$ cat config.mk
export PLATFORM = sky130hd
export DESIGN_NAME = rom_rd_ctrl
export DESIGN_NICKNAME = d
export VERILOG_FILES = /design/src/rtl/rom_rd_pkg.sv /design/src/rtl/rom_ce_decode.sv /design/src/rtl/rom_rd_fsm.sv /design/src/rtl/rom_rd_datapath.sv /design/src/rtl/rom_rd_ctrl.sv
export SDC_FILE = /design/constraint.sdc
export NUM_CORES = 1
export LEC_CHECK = 0
export CORE_ASPECT_RATIO = 0.9
export CORE_MARGIN = 2
export CORE_UTILIZATION = 40
export DETAILED_ROUTE_END_ITERATION = 8
export DONT_BUFFER_PORTS = 1
export PLACE_DENSITY = 0.53
export SLEW_MARGIN = 10
export SYNTH_ARGS = -nofsm -noshare
export SYNTH_HDL_FRONTEND = slang
export SYNTH_SLANG_ARGS = --single-unit
$ cat constraint.sdc
create_clock -name clk -period 4.57 [get_ports clk]
set_input_delay 0.457 -clock clk [delete_from_list [all_inputs] [get_ports clk]]
set_output_delay 0.457 -clock clk [all_outputs]
set_load 0.1 [all_outputs]
$ cat src/rtl/rom_rd_pkg.sv
`timescale 1ns/10ps
package rom_rd_pkg;

  typedef enum logic [2:0] {
    ST_IDLE    = 3'd0,
    ST_SETUP   = 3'd1,
    ST_ACCESS  = 3'd2,
    ST_CAPTURE = 3'd3,
    ST_RELEASE = 3'd4
  } rd_state_e;

  // round a delay up to whole clock cycles
  function automatic int unsigned ns_to_cycles(input int unsigned t_ns,
                                               input int unsigned clk_ns);
    return (t_ns + clk_ns - 1) / clk_ns;
  endfunction

  function automatic int unsigned umax(input int unsigned a, input int unsigned b);
    return (a > b) ? a : b;
  endfunction

endpackage

$ cat src/rtl/rom_ce_decode.sv
`timescale 1ns/10ps
module rom_ce_decode #(
  parameter int unsigned N_DEV = 4,
  parameter int unsigned SEL_W = 2
) (
  input  logic [SEL_W-1:0] sel,
  input  logic             enable,
  output logic [N_DEV-1:0] ce_n
);

  for (genvar i = 0; i < N_DEV; i++) begin : g_dev
    assign ce_n[i] = ~(enable && (sel == SEL_W'(i)));
  end

endmodule

$ cat src/rtl/rom_rd_fsm.sv
`timescale 1ns/10ps
module rom_rd_fsm
  import rom_rd_pkg::*;
#(
  parameter int unsigned OE_LEAD   = 5,
  parameter int unsigned TOTAL     = 10,
  parameter int unsigned FLOAT_CYC = 3,
  parameter int unsigned CW        = 4
) (
  input  logic clk,
  input  logic rst_n,
  input  logic req_valid,
  output logic req_ready,
  output logic load_req,
  output logic capture,
  output logic ce_on_d,
  output logic oe_on_d,
  output logic rsp_valid
);

  localparam logic [CW-1:0] LEAD_C  = CW'(OE_LEAD);
  localparam logic [CW-1:0] TOTAL_C = CW'(TOTAL);
  localparam logic [CW-1:0] FLT_C   = CW'(FLOAT_CYC);

  rd_state_e     state_q, state_d;
  logic [CW-1:0] cnt_q, cnt_d;
  logic [CW-1:0] elapsed;
  logic          cnt_en;
  logic          rsp_d;

  assign elapsed = cnt_q + 1'b1;
  assign cnt_en  = (state_q != ST_IDLE) || load_req;

  // next-state logic
  always_comb begin
    state_d   = state_q;
    cnt_d     = elapsed;
    req_ready = 1'b0;
    load_req  = 1'b0;
    capture   = 1'b0;
    rsp_d     = 1'b0;
    unique case (state_q)
      ST_IDLE: begin
        req_ready = 1'b1;
        cnt_d     = '0;
        if (req_valid) begin
          load_req = 1'b1;
          state_d  = (OE_LEAD == 0) ? ST_ACCESS : ST_SETUP;
        end
      end
      ST_SETUP: begin
        if (elapsed >= LEAD_C) state_d = ST_ACCESS;
      end
      ST_ACCESS: begin
        if (elapsed >= TOTAL_C) begin
          capture = 1'b1;
          rsp_d   = 1'b1;
          cnt_d   = '0;
          state_d = ST_CAPTURE;
        end
      end
      ST_CAPTURE: begin
        state_d = (elapsed >= FLT_C) ? ST_IDLE : ST_RELEASE;
      end
      ST_RELEASE: begin
        if (elapsed >= FLT_C) state_d = ST_IDLE;
      end
      default: state_d = ST_IDLE;
    endcase
  end

  assign ce_on_d = (state_d == ST_SETUP) || (state_d == ST_ACCESS);
  assign oe_on_d = (state_d == ST_ACCESS);

  // registers
  always_ff @(posedge clk or negedge rst_n) begin
    if (!rst_n) begin
      state_q   <= ST_IDLE;
      cnt_q     <= '0;
      rsp_valid <= 1'b0;
    end else begin
      state_q   <= state_d;
      rsp_valid <= rsp_d;
      if (cnt_en) cnt_q <= cnt_d;
    end
  end

  // a response lasts a single cycle
  p_rsp_single_r4: assert property (@(posedge clk) disable iff (!rst_n)
    rsp_valid |=> !rsp_valid);

endmodule

$ cat src/rtl/rom_rd_datapath.sv
`timescale 1ns/10ps
module rom_rd_datapath #(
  parameter int unsigned N_DEV  = 4,
  parameter int unsigned DEV_AW = 12,
  parameter int unsigned DW     = 8,
  parameter int unsigned SEL_W  = 2
) (
  input  logic                    clk,
  input  logic                    rst_n,
  input  logic                    load_req,
  input  logic                    capture,
  input  logic                    ce_on_d,
  input  logic                    oe_on_d,
  input  logic [DEV_AW+SEL_W-1:0] req_addr,
  input  logic [DW-1:0]           mem_data,
  output logic [DEV_AW-1:0]       mem_addr,
  output logic [N_DEV-1:0]        mem_ce_n,
  output logic                    mem_oe_n,
  output logic [DW-1:0]           rsp_data
);

  localparam int unsigned ADDR_W = DEV_AW + SEL_W;

  logic [SEL_W-1:0] sel_q, sel_d;
  logic [N_DEV-1:0] ce_n_d;

  assign sel_d = load_req ? req_addr[ADDR_W-1 -: SEL_W] : sel_q;

  rom_ce_decode #(.N_DEV(N_DEV), .SEL_W(SEL_W)) u_dec (
    .sel    (sel_d),
    .enable (ce_on_d),
    .ce_n   (ce_n_d)
  );

  always_ff @(posedge clk or negedge rst_n) begin
    if (!rst_n) begin
      mem_addr <= '0;
      sel_q    <= '0;
      mem_ce_n <= '1;
      mem_oe_n <= 1'b1;
      rsp_data <= '0;
    end else begin
      if (load_req) begin
        mem_addr <= req_addr[DEV_AW-1:0];
        sel_q    <= sel_d;
      end
      mem_ce_n <= ce_n_d;
      mem_oe_n <= ~oe_on_d;
      if (capture) rsp_data <= mem_data;
    end
  end

  // never two devices selected
  p_one_ce_r9: assert property (@(posedge clk) disable iff (!rst_n)
    $countones(~mem_ce_n) <= 1);

  // strobe only with a selected device
  p_oe_with_ce_r9: assert property (@(posedge clk) disable iff (!rst_n)
    !mem_oe_n |-> (mem_ce_n != '1));

  // bus frozen during a selection
  p_addr_hold_r5: assert property (@(posedge clk) disable iff (!rst_n)
    ((mem_ce_n != '1) && ($past(mem_ce_n) != '1)) |-> ($stable(mem_addr) && $stable(mem_ce_n)));

endmodule

$ cat src/rtl/rom_rd_ctrl.sv
`timescale 1ns/10ps
module rom_rd_ctrl
  import rom_rd_pkg::*;
#(
  parameter int unsigned CLK_PERIOD_NS = 20,
  parameter int unsigned T_ADDR_NS     = 200,
  parameter int unsigned T_CE_NS       = 200,
  parameter int unsigned T_OE_NS       = 100,
  parameter int unsigned T_FLOAT_NS    = 60,
  parameter int unsigned N_DEV         = 4,
  parameter int unsigned DEV_AW        = 12,
  parameter int unsigned DW            = 8,
  localparam int unsigned SEL_W        = (N_DEV > 1) ? $clog2(N_DEV) : 1,
  localparam int unsigned ADDR_W       = DEV_AW + SEL_W
) (
  input  logic              clk,
  input  logic              rst_n,
  input  logic              req_valid,
  input  logic [ADDR_W-1:0] req_addr,
  output logic              req_ready,
  output logic              rsp_valid,
  output logic [DW-1:0]     rsp_data,
  output logic [DEV_AW-1:0] mem_addr,
  output logic [N_DEV-1:0]  mem_ce_n,
  output logic              mem_oe_n,
  input  logic [DW-1:0]     mem_data
);

  localparam int unsigned C_ADDR  = umax(ns_to_cycles(T_ADDR_NS, CLK_PERIOD_NS), 1);
  localparam int unsigned C_CE    = umax(ns_to_cycles(T_CE_NS, CLK_PERIOD_NS), 1);
  localparam int unsigned C_OE    = umax(ns_to_cycles(T_OE_NS, CLK_PERIOD_NS), 1);
  localparam int unsigned C_FLT   = umax(ns_to_cycles(T_FLOAT_NS, CLK_PERIOD_NS), 1);
  localparam int unsigned C_ACC   = umax(C_ADDR, C_CE);
  localparam int unsigned OE_LEAD = (C_ACC > C_OE) ? (C_ACC - C_OE) : 0;
  localparam int unsigned TOTAL   = umax(C_ACC, OE_LEAD + C_OE);
  localparam int unsigned CW      = $clog2(umax(TOTAL, C_FLT) + 2);

  logic load_req, capture, ce_on_d, oe_on_d;

  rom_rd_fsm #(
    .OE_LEAD   (OE_LEAD),
    .TOTAL     (TOTAL),
    .FLOAT_CYC (C_FLT),
    .CW        (CW)
  ) u_fsm (
    .clk       (clk),
    .rst_n     (rst_n),
    .req_valid (req_valid),
    .req_ready (req_ready),
    .load_req  (load_req),
    .capture   (capture),
    .ce_on_d   (ce_on_d),
    .oe_on_d   (oe_on_d),
    .rsp_valid (rsp_valid)
  );

  rom_rd_datapath #(
    .N_DEV  (N_DEV),
    .DEV_AW (DEV_AW),
    .DW     (DW),
    .SEL_W  (SEL_W)
  ) u_dp (
    .clk      (clk),
    .rst_n    (rst_n),
    .load_req (load_req),
    .capture  (capture),
    .ce_on_d  (ce_on_d),
    .oe_on_d  (oe_on_d),
    .req_addr (req_addr),
    .mem_data (mem_data),
    .mem_addr (mem_addr),
    .mem_ce_n (mem_ce_n),
    .mem_oe_n (mem_oe_n),
    .rsp_data (rsp_data)
  );

  // checker counters: cycles with a device selected, cycles with the bus idle
  logic [CW-1:0] sel_age_q, idle_age_q;
  logic          any_sel;
  assign any_sel = (mem_ce_n != '1);

  always_ff @(posedge clk or negedge rst_n) begin
    if (!rst_n) begin
      sel_age_q  <= '0;
      idle_age_q <= CW'(C_FLT);
    end else begin
      if (any_sel) begin
        idle_age_q <= '0;
        if (sel_age_q != '1) sel_age_q <= sel_age_q + 1'b1;
      end else begin
        sel_age_q <= '0;
        if (idle_age_q != '1) idle_age_q <= idle_age_q + 1'b1;
      end
    end
  end

  // strobe lags the enable by the computed lead
  p_oe_lead_r3: assert property (@(posedge clk) disable iff (!rst_n)
    $fell(mem_oe_n) |-> (sel_age_q == CW'(OE_LEAD)));

  // enables released together with the response
  p_release_r6: assert property (@(posedge clk) disable iff (!rst_n)
    rsp_valid |-> (!any_sel && mem_oe_n));

  // float gap before a new selection
  p_float_gap_r7: assert property (@(posedge clk) disable iff (!rst_n)
    $rose(any_sel) |-> (idle_age_q >= CW'(C_FLT)));

  // not ready while a device is selected
  p_busy_r8: assert property (@(posedge clk) disable iff (!rst_n)
    any_sel |-> !req_ready);

endmodule

Word-level counts from Yosys, hierarchy flattened
Index checks and enable logic that the tools add are counted.
W data, S select, Z words.
{"block": "totals", "latch_bits": 0, "wordCells": 49, "ramBits": 0, "romBits": 0, "mem_count": 0, "reg_bits": 35}
{"block": "op_classes", "reduce_logical": 9, "n_mul": 0, "shift": 0, "n_bitwise": 5, "eq_ne": 9, "addsub": 1, "mux": 14, "order_cmp": 3, "div": 0}
{"op": "$mux W3", "count": 5}
{"op": "$pmux W3 S5", "count": 1}
{"op": "$eq A3 B2 Y1 const B", "count": 3}
{"op": "$pmux W4 S2", "count": 1}
{"op": "$eq A3 B1 Y1 const B", "count": 2}
{"op": "$mux W1", "count": 5}
{"op": "$not A1 Y1", "count": 5}
{"op": "$add A4 B1 Y4 const B", "count": 1}
{"op": "$eq A2 B2 Y1 const B", "count": 2}
{"op": "$ge A4 B2 Y1 const B", "count": 1}
{"op": "$ge A4 B3 Y1 const B", "count": 1}
{"op": "$ge A4 B4 Y1 const B", "count": 1}
{"op": "$logic_and A1 B1 Y1", "count": 4}
{"op": "$mux W4", "count": 1}
{"op": "$eq A3 B3 Y1 const B", "count": 1}
{"op": "$logic_not A3 Y1", "count": 1}
{"op": "$reduce_bool A3 Y1", "count": 1}
{"op": "$eq A2 B1 Y1 const B", "count": 1}
{"op": "$logic_not A2 Y1", "count": 1}
{"op": "$logic_or A1 B1 Y1", "count": 2}
{"op": "$mux W2", "count": 1}

Depth between registers and ports, before layout
Gate-level depths: netlist (run 1).
{"block": "logic_depth", "ltp_word": 8, "depth_mapped": 6, "depth_no_buf": 6}

Modules after synthesis
Synthesis (run 1) repeated with hierarchy kept, for this count alone.
{"block": "hier_totals", "hier_cells": 118, "area_unflattened_um2": 1615.3}
{"mod": "rom_rd_datapath", "seq_area_each_um2": 681.9, "cells_each": 55, "area_each_um2": 1029.7, "instances": 1}
{"mod": "rom_rd_fsm", "seq_area_each_um2": 200.2, "cells_each": 59, "area_each_um2": 556.8, "instances": 1}
{"mod": "rom_ce_decode", "seq_area_each_um2": 0.0, "cells_each": 4, "area_each_um2": 28.8, "instances": 1}

Least setup slack after synthesis (run 1)
Ideal clock, no wire load.
{"block": "synth_path", "kind": "reg2reg", "from": "register u_fsm.state_q[1]", "to": "register u_fsm.cnt_q[3]", "path_stages_with_launch": 4, "t_arrival_ps": 2938, "period_less_slack_ps": 3177, "path_slack_ps": 1393, "path_cell_list": "dfrtp_1 -> buf_6 -> nor3_1 -> o31ai_1"}
{"block": "synth_via", "elab_chain_len": 3, "word_cells_on_any_way": 6}
{"item": "from (decl)", "line": "rom_rd_fsm.sv:25", "source": "rd_state_e state_q, state_d;"}
{"item": "from (signal assigned)", "line": "rom_rd_fsm.sv:82", "source": "state_q <= state_d;"}
{"item": "parallel branches: the longest is 3 deep, another holds $pmux W4 S2"}
{"item": "to (signal assigned)", "line": "rom_rd_fsm.sv:84", "source": "if (cnt_en) cnt_q <= cnt_d;"}
{"item": "to (decl)", "line": "rom_rd_fsm.sv:26", "source": "logic [CW-1:0] cnt_q, cnt_d;"}
Several ways; the timed one is not identified.
A chain may end at the register's enable or synchronous reset.

Final worst setup path (run 1)
{"block": "layout_path", "from": "register u_fsm.state_q[1]", "to": "register u_dp.mem_ce_n[3]"}
{"block": "layout_via", "elab_chain_len": 6, "word_cells_on_any_way": 18}
{"item": "$eq A3 B3 Y1, or another cell as far along", "line": "rom_rd_fsm.sv:42", "source": "unique case (state_q)"}
{"item": "$pmux W3 S5 / $mux W1 (equally long branches)", "line": "rom_rd_fsm.sv:42"}
{"item": "$eq A3 B1 Y1, or another cell as far along", "line": "rom_rd_fsm.sv:72", "source": "assign ce_on_d = (state_d == ST_SETUP) || (state_d == ST_ACCESS);"}
{"item": "$logic_or A1 B1 Y1 / $eq A2 B2 Y1 (equally long branches)", "line": "rom_rd_fsm.sv:72, rom_ce_decode.sv:12"}
{"item": "$logic_and A1 B1 Y1 (*)", "line": "rom_ce_decode.sv:12", "source": "assign ce_n[i] = ~(enable && (sel == SEL_W'(i)));"}
{"item": "$not A1 Y1 (*)", "line": "rom_ce_decode.sv:12"}
{"item": "named net u_dp.ce_n_d[3]", "line": "rom_rd_datapath.sv:25", "source": "logic [N_DEV-1:0] ce_n_d;"}
{"item": "to (signal assigned)", "line": "rom_rd_datapath.sv:47", "source": "mem_ce_n <= ce_n_d;"}
{"item": "to (decl)", "line": "rom_rd_datapath.sv:17", "source": "output logic [N_DEV-1:0] mem_ce_n,"}
The timed path passes the listed nets; every way through them passes the cells marked *.

==> reports/results.tsv, run 1 <==
metric	value	unit
status	complete, no violations	
synthTopCellsByArea	dfrtp_1, mux2_2, dfstp_2	
ff2ff_path_depth	4	
ys_types	31	
final_common_cell	dfrtp_1	
synth_enable_flop_cells	0	
r2r_end	u_dp.mem_ce_n[3]$_DFF_PN1_	
synthArstFlopShare	1.00	
fp.dieW	71.0	um
crit_path_end	u_dp.mem_ce_n[3]$_DFF_PN1_	
antenna_found_initial	0	
io-pin-count	52	
core	3810	um^2
holdCritPathClass	input port to register	
mappedNetlistArea	1620	um^2
cp.required	4.77	ns
syn_avg_cell_area	12.3	um^2
cts_buffers	5	
drt_iter0_drc	26	
placementRows	21	
synthAdderAreaFrac	0.0309	
synth.net_count	160	
antenna_cells	0	
post_cts_resize_count	0	
h-tree-depth	2	
period_share	0.477	
slew_headroom	0.398	
yosys.area_share.simple	0.103	
cp.arrival	2.38	ns
grt_pass1_vias	1031	
final_cell_mix	dfrtp_1, mux2_2, a21oi_1, nand2_1, nor2_1	
seq_area_frac_synth	0.545	
track_usage	0.145	
area_growth	12.1	%
grt_max_degree	31	
fin_crit	2.18	ns
fmax	459	MHz
syn-instance-count	131	
synth_compound_area_frac	0.0882	
multi_input_area	683	um^2
antenna_left	0	
synth-seq-cells	35	
drt-total-wl	2.96	mm
hold_viol	0	
ys.warnings.count	0	
yosys.area.top_type	dfrtp_1	
drt-vias-per-instance	5.52	
start_kind	register	
post-route-util	0.476	
rsz0062_at_grt	false	
drive_gt1_frac	0.284	
die_h	64.3	um
crit_path_end_kind	register	
r2r_setup_slack	2.39	ns
synth_xor_area_frac	0.0162	
nFillCells	343	
vias	1033	
dieArea	4570	um^2
worst_clock_skew	0.00553	ns
ys.flop_type	dfrtp_1	
synth_top_family_by_area	multiplexers	
tns	0	ns
grt_remaining_overflow	0	
cts_buffer_depth	2	
gp_congestion	0.796	
clk_latency	0.29	ns
initial_core_util	0.425	
seq_area	882	um^2
setup-violations-final	0	
startpoint	u_fsm.state_q[1]$_DFF_PN0_	
remaining_drc_errors	0	
first_pass_iters	4	
netlist.area_leader.share	0.464	
path_class	register to register	
clk_pin_slew	0.07	ns
routedWlPerCell	15.8	um
cts_root_buffer	clkbuf_8	
tightestPinTransition	0.903	ns
slew_viol_final	0	
port_buffers	0	
drv_cap	0	
clock-sinks	35	
cts_tree	yes	
dpl.hpwl	2.04	mm
path_max_fanout	18	
synth.area.mux_share	0.181	
timing.rr.start	u_fsm.state_q[1]$_DFF_PN0_	
grt_pass1_wl	4.94	mm
num-nets-final	169	
cells by family (layout without fill, tap and decap cells):
kind of cell / count (synthesis) / in the layout
compound gates: 22 / 22
xor+xnor: 3 / 3
fa+ha+maj: 4 / 4
buf+inv: 9 / 19
flops: 35 / 35
mux: 26 / 26
simple gates: 32 / 32
metrics by stage:
| stage | setup slack [ns] | hold slack (ns) | std cells | cell area (um^2) |
|---|---|---|---|---|
| detailed placement | 2.38 | 0.162 | 174 | 1670 |
| floorplan | 1.39 | 0.161 | 131 | 1620 |
| global placement | 2.49 | 0.162 | 174 | 1670 |
| finish | 2.39 | 0.315 | 187 | 1810 |
| CTS | 2.37 | 0.00346 | 186 | 1800 |
| global route | 2.23 | 0.294 | 187 | 1810 |
synth_stat cells, types with 2 or more instances:
cell type,count
mux2_2,22
ha_1,4
dfstp_2,5
o311a_1,2
o31ai_1,2
or3_1,2
buf_6,3
a21oi_1,9
nand2_1,8
mux2i_1,3
o21ai_0,4
nor2_1,6
nor3_1,5
inv_1,4
xor2_1,2
nor2b_1,4
dfrtp_1,30
nand3b_1,2
a221oi_1,2
routing by layer:
layer / global-route usage / up-vias / share of wire
li1: - / 480 / -
met1: 0.178 / 505 / 0.43
met2: 0.215 / 46 / 0.45
met3: 0.0804 / 2 / 0.11
met4: 0.0495 / 0 / 0.0078
met5: 0 / - / 0
worst min-delay path by stage:
stage                           start                            end  slack (ns)  cells past startpoint
after floorplan                 rst_n   u_dp.mem_addr[0]$_DFFE_PN0P_        0.16                      0
after global placement          rst_n  u_dp.mem_addr[11]$_DFFE_PN0P_        0.16                      0
after detailed placement        rst_n  u_dp.mem_addr[11]$_DFFE_PN0P_        0.16                      0
after CTS                       rst_n     u_dp.mem_ce_n[1]$_DFF_PN1_       0.003                      0
after global routing      mem_data[5]   u_dp.rsp_data[5]$_DFFE_PN0P_        0.29                      1
final                     mem_data[6]   u_dp.rsp_data[6]$_DFFE_PN0P_        0.32                      1
sequential cells by signal, indices dropped and copies added (netlist names):
register,count
u_fsm.state_q,3
u_dp.mem_oe_n,1
u_dp.mem_ce_n,4
u_dp.mem_addr,12
u_fsm.cnt_q,4
u_fsm.rsp_valid,1
u_dp.rsp_data,8
u_dp.sel_q,2
area by class of cell:
| cell class | instances | area share |
|---|---|---|
| repair buffers | 6 | 0.0483 |
| well taps | 46 | 0.0317 |
| multi-input cells | 87 | 0.377 |
| flip-flops and latches | 35 | 0.486 |
| clock buffers | 6 | 0.0400 |
| inverters | 5 | 0.0103 |
| clock inverters | 2 | 0.00690 |
what timing repair did:
action	CTS	global route
endpoints found under the hold margin	30	3
buffers inserted	0	0
hold buffers	4	1
worst max-delay path: stages (launching register included):
cell     delay, ns
dfrtp_1       0.48
or4b_1        0.94
mux2_4        0.44
a21oi_1       0.13
a21oi_1       0.09
Power of run 1 is not shown: default switching activity piles up to over one toggle a cycle in this logic, so the estimate is an artifact.
==> run 2: changes to the inputs <==
- PLACE_DENSITY: 0.53 -> 0.55
- clock period: 4.57 -> 1.9 ns (I/O delays scaled with it)
==> run 2 against run 1 <==
Compared with the run above: cell area up 11%; routed wire length up 3.6%; critical path depth up 2; maximum frequency up 22%; clock-buffer cell count up 1; utilization up 5.3 points; register-to-register slack worse by 2.3 ns; clock skew up 0.0035 ns; first-iteration DRC count up 100%; sequential cell count unchanged; setup slack worse by 2.3 ns; critical endpoint is now u_dp.rsp_data[5]$_DFFE_PN0P_.
==> reports/results.tsv, run 2 (same netlist as run 1, synthesis figures left out) <==
metric	value	unit	change
path_max_fanout	10		-8
num-nets-final	195		+15%
setup-violations-final	0		unchanged
largest-register	u_dp.mem_addr		
drt-total-wl	3.06	mm	+3.6%
cp.required	2.07	ns	-2.70 ns
drive_gt1_frac	0.425		+0.141
final_common_cell	buf_4		
r2r_end	u_dp.rsp_data[5]$_DFFE_PN0P_		
clk_pin_slew	0.07	ns	about the same
first_pass_iters	4		unchanged
port_buffers	0		unchanged
reg_top3	u_dp.mem_addr: 12 flops, u_dp.rsp_data: 8 flops		
grt_max_degree	36		+16%
gp_congestion	0.968		+22%
die_h	64.3	um	unchanged
clock-sinks	35		unchanged
hold_viol	0		unchanged
period_share	0.941		+0.464
track_usage	0.145		+0.000286
grt_pass1_vias	1100		+6.7%
placementRows	21		unchanged
antenna_found_initial	0		unchanged
antenna_cells	0		unchanged
worst_clock_skew	0.00900	ns	+0.00348 ns
cp.arrival	1.95	ns	-0.43 ns
status	complete, no violations		
startpoint	u_fsm.cnt_q[0]$_DFFE_PN0P_		
grt_remaining_overflow	0		unchanged
crit_path_end_kind	register		
fmax	559	MHz	+22%
r2r_setup_slack	0.11	ns	-2.28 ns
drt_iter0_drc	53		+100%
post-cts-setup-buffers	0		unchanged
dpl.hpwl	2.33	mm	+14%
drv_cap	0		unchanged
routedWlPerCell	14.4	um	-9.1%
largest_register_ffs	12		unchanged
holdWs	0.0488	ns	-0.267 ns
grt_pass1_wl	5.00	mm	+1.3%
h-tree-depth	2		unchanged
final_cell_mix	buf_4, dfrtp_1, mux2_2, a21oi_1, nand2_1		
holdCritPathClass	input port to register		
cts_buffers	5		unchanged
path_class	register to register		
antenna_left	0		unchanged
tightestPinTransition	0.553	ns	-0.350 ns
remaining_drc_errors	0		unchanged
clk_latency	0.29	ns	about the same
cts_tree	yes		
crit_path_end	u_dp.rsp_data[5]$_DFFE_PN0P_		
slew_headroom	0.628		+0.230
core	3810	um^2	unchanged
fp.dieW	71.0	um	unchanged
timing.rr.start	u_fsm.cnt_q[0]$_DFFE_PN0P_		
dieArea	4570	um^2	unchanged
drt-vias-per-instance	5.23		-5.3%
cts_buffer_depth	2		unchanged
cts_root_buffer	clkbuf_8		
vias	1114		+7.8%
slew_viol_final	0		unchanged
initial_core_util	0.425		unchanged
area_growth	24.7	%	
nFillCells	327		-4.7%
io-pin-count	52		unchanged
start_kind	register		
fin_crit	1.79	ns	-0.392 ns
ff2ff_path_depth	6		+2
-- run 2: cell types whose count changed in the layout (fill, tap and decap cells not counted), moves of 2 or more --
cell and delta:
buf_4 +30, dfrtp_1 -2, dfrtp_2 +2, dlygate4sd3_1 -3
-- run 2: critical path, cell delays in order, from the launching register on --
cell,delay [ns]
dfrtp_2,0.42
inv_1,0.08
ha_1,0.31
o311a_1,0.34
nand2_1,0.15
inv_4,0.09
mux2_2,0.28
-- run 2: worst min-delay path by stage --
stage                             from                       endpoint  slack, ns  depth (start not counted)
after floorplan                  rst_n   u_dp.mem_addr[0]$_DFFE_PN0P_      -0.11                          0
after global placement           rst_n     u_fsm.state_q[2]$_DFF_PN0_      -0.10                          0
after detailed placement         rst_n     u_fsm.cnt_q[3]$_DFFE_PN0P_      -0.10                          0
after CTS                 req_addr[11]  u_dp.mem_addr[11]$_DFFE_PN0P_       0.04                          1
after global routing      req_addr[11]  u_dp.mem_addr[11]$_DFFE_PN0P_       0.04                          1
final                     req_addr[11]  u_dp.mem_addr[11]$_DFFE_PN0P_       0.05                          1
-- run 2: cell type report --
cell class / count / area, um^2 / area share
clock buffer: 7 / 76.3 / 0.0378
clock inverter: 1 / 30.0 / 0.0149
inverter: 5 / 21.3 / 0.0105
multi-input combinational: 87 / 692 / 0.343
sequential: 35 / 885 / 0.439
tap: 46 / 57.6 / 0.0285
timing repair buffer: 32 / 255 / 0.127
-- run 2: routing by layer --
metal / up-vias / routed length [um] / GRT usage
met4: 0 / 46 / 0.0637
li1: 536 / - / -
met5: - / 0 / 0
met3: 6 / 200 / 0.0521
met2: 33 / 1530 / 0.228
met1: 539 / 1290 / 0.180
-- run 2: per-stage QoR --
| step | instance area (um^2) | instances | utilization | setup TNS, ns | setup slack [ns] |
|---|---|---|---|---|---|
| 6_report | 2020 | 213 | 0.529 | 0 | 0.112 |
| 3_3_place_gp | 1870 | 203 | 0.492 | 0 | 0.128 |
| 3_5_place_dp | 1870 | 203 | 0.492 | 0 | 0.0308 |
| 5_1_grt | 2020 | 213 | 0.529 | -0.0000748 | -0.0000748 |
| 2_1_floorplan | 1630 | 131 | - | 0 | 0.123 |
| 4_1_cts | 2010 | 213 | 0.527 | 0 | 0.0118 |
-- run 2: timing repair --
item | in CTS | in global routing
resized for setup | 0 | 4
endpoints found under the setup margin | 0 | 9
hold buffers | 2 | 0
endpoints found under the hold margin | 35 | 0
Power of run 2 is left out for the same reason.
==> run 3: changes to the inputs <==
- ABC_AREA: unset -> 1
==> run 3 against run 2 <==
Compared with the run above: clock-buffer cell count shrank 2; sequential share of layout area rose by 1.7 points; critical path type unchanged; maximum frequency increased by 9.5%; die area is 1.7% lower; area after synthesis fell by 1.8%; setup slack improved by 0.16 ns; non-clock buffer count is 7 lower; global-route usage up 0.58 points.
==> reports/results.tsv, run 3 <==
metric	value	unit	change
initial_core_util	0.423		-0.00172
port_buffers	0		unchanged
antenna_cells	0		unchanged
final_common_cell	nand2_1		
clk_latency	0.28	ns	about the same
synth_top_family_by_area	simple AND/OR/NAND/NOR gates		
post-cts-setup-buffers	0		unchanged
holdCritPathClass	input port to register		
grt_pass1_wl	5.31	mm	+6.2%
yosys.area_share.simple	0.208		+0.105
status	complete, no violations		
reg_top3	u_dp.mem_addr: 12 flops, u_dp.rsp_data: 8 flops		
finalNonFillerCells	226		+6.1%
crit_path_end_kind	register		
rsz0062_at_grt	false		
tns	0	ns	unchanged
ys.warnings.count	0		unchanged
area_growth	22.3	%	
largest_register_ffs	12		unchanged
grt_remaining_overflow	0		unchanged
clock-sinks	35		unchanged
path_class	register to register		
antenna_found_initial	0		unchanged
num-nets-final	208		+6.7%
min_path_cells	2		+1
drv_cap	0		unchanged
remaining_drc_errors	0		unchanged
final_cell_mix	nand2_1, dfrtp_1, buf_4, inv_1, mux2_4		
grt_max_degree	36		unchanged
dieArea	4490	um^2	-1.7%
vias	1102		-1.1%
yosysMostFrequentCell	nand2_1		
synthAdderAreaFrac	0.0315		+0.000560
h-tree-depth	2		unchanged
ff2ff_path_depth	10		+4
fp.dieW	70.4	um	-0.84%
drive_gt1_frac	0.350		-0.0751
timing.rr.start	u_fsm.cnt_q[0]$_DFFE_PN0P_		
largest-register	u_dp.mem_addr		
ys.flop_type	dfrtp_1		
fin_crit	1.63	ns	-0.155 ns
routedWlPerCell	13.2	um	-8.3%
drt_iter0_drc	36		-32%
syn_avg_cell_area	10.7	um^2	-14%
period_share	0.859		-0.0817
synth.net_count	178		+11%
synthArstFlopShare	1.00		unchanged
hp-start	mem_data[0]		
die_h	63.8	um	-0.83%
fmax	613	MHz	+9.5%
track_usage	0.151		+0.00583
synth_compound_area_frac	0.0362		-0.0519
mappedNetlistArea	1590	um^2	-1.8%
cp.required	2.11	ns	+0.04 ns
startpoint	u_fsm.cnt_q[0]$_DFFE_PN0P_		
synth.area.mux_share	0.109		-0.0723
slew_viol_final	0		unchanged
clk_pin_slew	0.07	ns	about the same
setup-violations-final	0		unchanged
cts_buffer_depth	2		unchanged
synth-seq-cells	35		unchanged
synthTopCellsByArea	dfrtp_1, nand2_1, mux2_4		
netlist.area_leader.share	0.472		+0.00840
slew_headroom	0.665		+0.0370
syn-instance-count	149		+14%
yosys-top-cells-count	nand2_1, dfrtp_1, inv_1		
worst_clock_skew	0.00503	ns	-0.00397 ns
nFillCells	334		+2.1%
path_max_fanout	6		-4
cts_tree	yes		
first_pass_iters	4		unchanged
synth_xor_area_frac	0		-0.0162
yosys.area.top_type	dfrtp_1		
synth_enable_flop_cells	0		unchanged
gp_congestion	0.892		-7.8%
cp.arrival	1.84	ns	-0.11 ns
grt_pass1_vias	1171		+6.5%
io-pin-count	52		unchanged
placementRows	21		unchanged
cts_buffers	5		unchanged
hold_viol	0		unchanged
drt-total-wl	2.98	mm	-2.7%
core	3760	um^2	-1.4%
ys_types	29		-6.5%
tightestPinTransition	0.503	ns	-0.0493 ns
cts_root_buffer	clkbuf_8		
drt-vias-per-instance	4.88		-6.8%
antenna_left	0		unchanged
dpl.hpwl	2.26	mm	-2.9%
start_kind	register		
seq_area_frac_synth	0.555		+0.00987
placed_cells	216		+6.4%
[run 3: changes by cell type in the layout (fill, tap and decap cells not counted), sizes merged, moves of 4 or more]
| cell | delta |
|---|---|
| nor2b | -4 |
| mux2 | -11 |
| a21oi | -8 |
| nand3 | +7 |
| inv | +13 |
| nand2 | +39 |
| buf | -7 |
[run 3: worst paths after layout]
kind / endpoint / slack, ns
min in group asynchronous: u_dp.mem_addr[5]$_DFFE_PN0P_ / 0.37
worst max register to register: u_dp.mem_ce_n[3]$_DFF_PN1_ / 0.27
worst min register to register: u_dp.rsp_data[2]$_DFFE_PN0P_ / 0.48
worst max-delay path: u_dp.mem_ce_n[3]$_DFF_PN1_ / 0.27
worst min-delay path: u_dp.rsp_data[0]$_DFFE_PN0P_ / 0.02
max in group asynchronous: u_dp.mem_ce_n[1]$_DFF_PN1_ / 1.27
[run 3: layout make-up]
cell class                      count  area (um^2)  share of cell area
Clock buffer                        5         68.8              0.0354
Clock inverter                      3         43.8              0.0225
Multi-Input combinational cell     93          611               0.314
Tap cell                           46         57.6              0.0296
Inverter                           19         75.1              0.0386
Sequential cell                    35          885               0.455
Timing Repair Buffer               25          203               0.104
[run 3: kinds of logic (layout without fill, tap and decap cells)]
kind of cell    after synthesis  after routing
flops                        35             35
fa+ha+maj                     4              4
buf+inv                      21             52
simple gates                 68             68
compound gates                9              9
mux                          12             12
[run 3: stage by stage]
stage / hold WS (ns) / util / instance area (um^2) / setup slack [ns]
2_1_floorplan: -0.106 / - / 1590 / 0.305
3_5_place_dp: -0.105 / 0.478 / 1790 / 0.176
6_report: 0.0186 / 0.517 / 1940 / 0.267
5_1_grt: 0.0157 / 0.517 / 1940 / 0.00493
3_3_place_gp: -0.105 / 0.478 / 1790 / 0.263
4_1_cts: 0.0114 / 0.515 / 1940 / 0.175
[run 3: repair_timing]
action / in CTS / in global routing
hold buffers: 2 / 0
endpoints found under the hold margin: 35 / 0
endpoints found under the setup margin: 0 / 12
gates resized for setup: 0 / 3
[run 3: critical path, cell delays in order, from the launching register on]
cell and delay, ns:
dfrtp_2 0.44, inv_1 0.13, ha_1 0.26, nor2_1 0.10, nand3_1 0.09, nand3_2 0.15
nand2_1 0.07, nor2_1 0.08, nand2_1 0.08, nand2_2 0.09, nand2_1 0.06
[run 3: layer usage]
layer  global-route usage  up-vias  share of wire
met5                    0        -              0
met4               0.0625        0         0.0091
met3               0.0568        4          0.089
met2                0.241       42           0.47
met1                0.184      525           0.43
li1                     -      531              -
Power of run 3 is left out for the same reason.
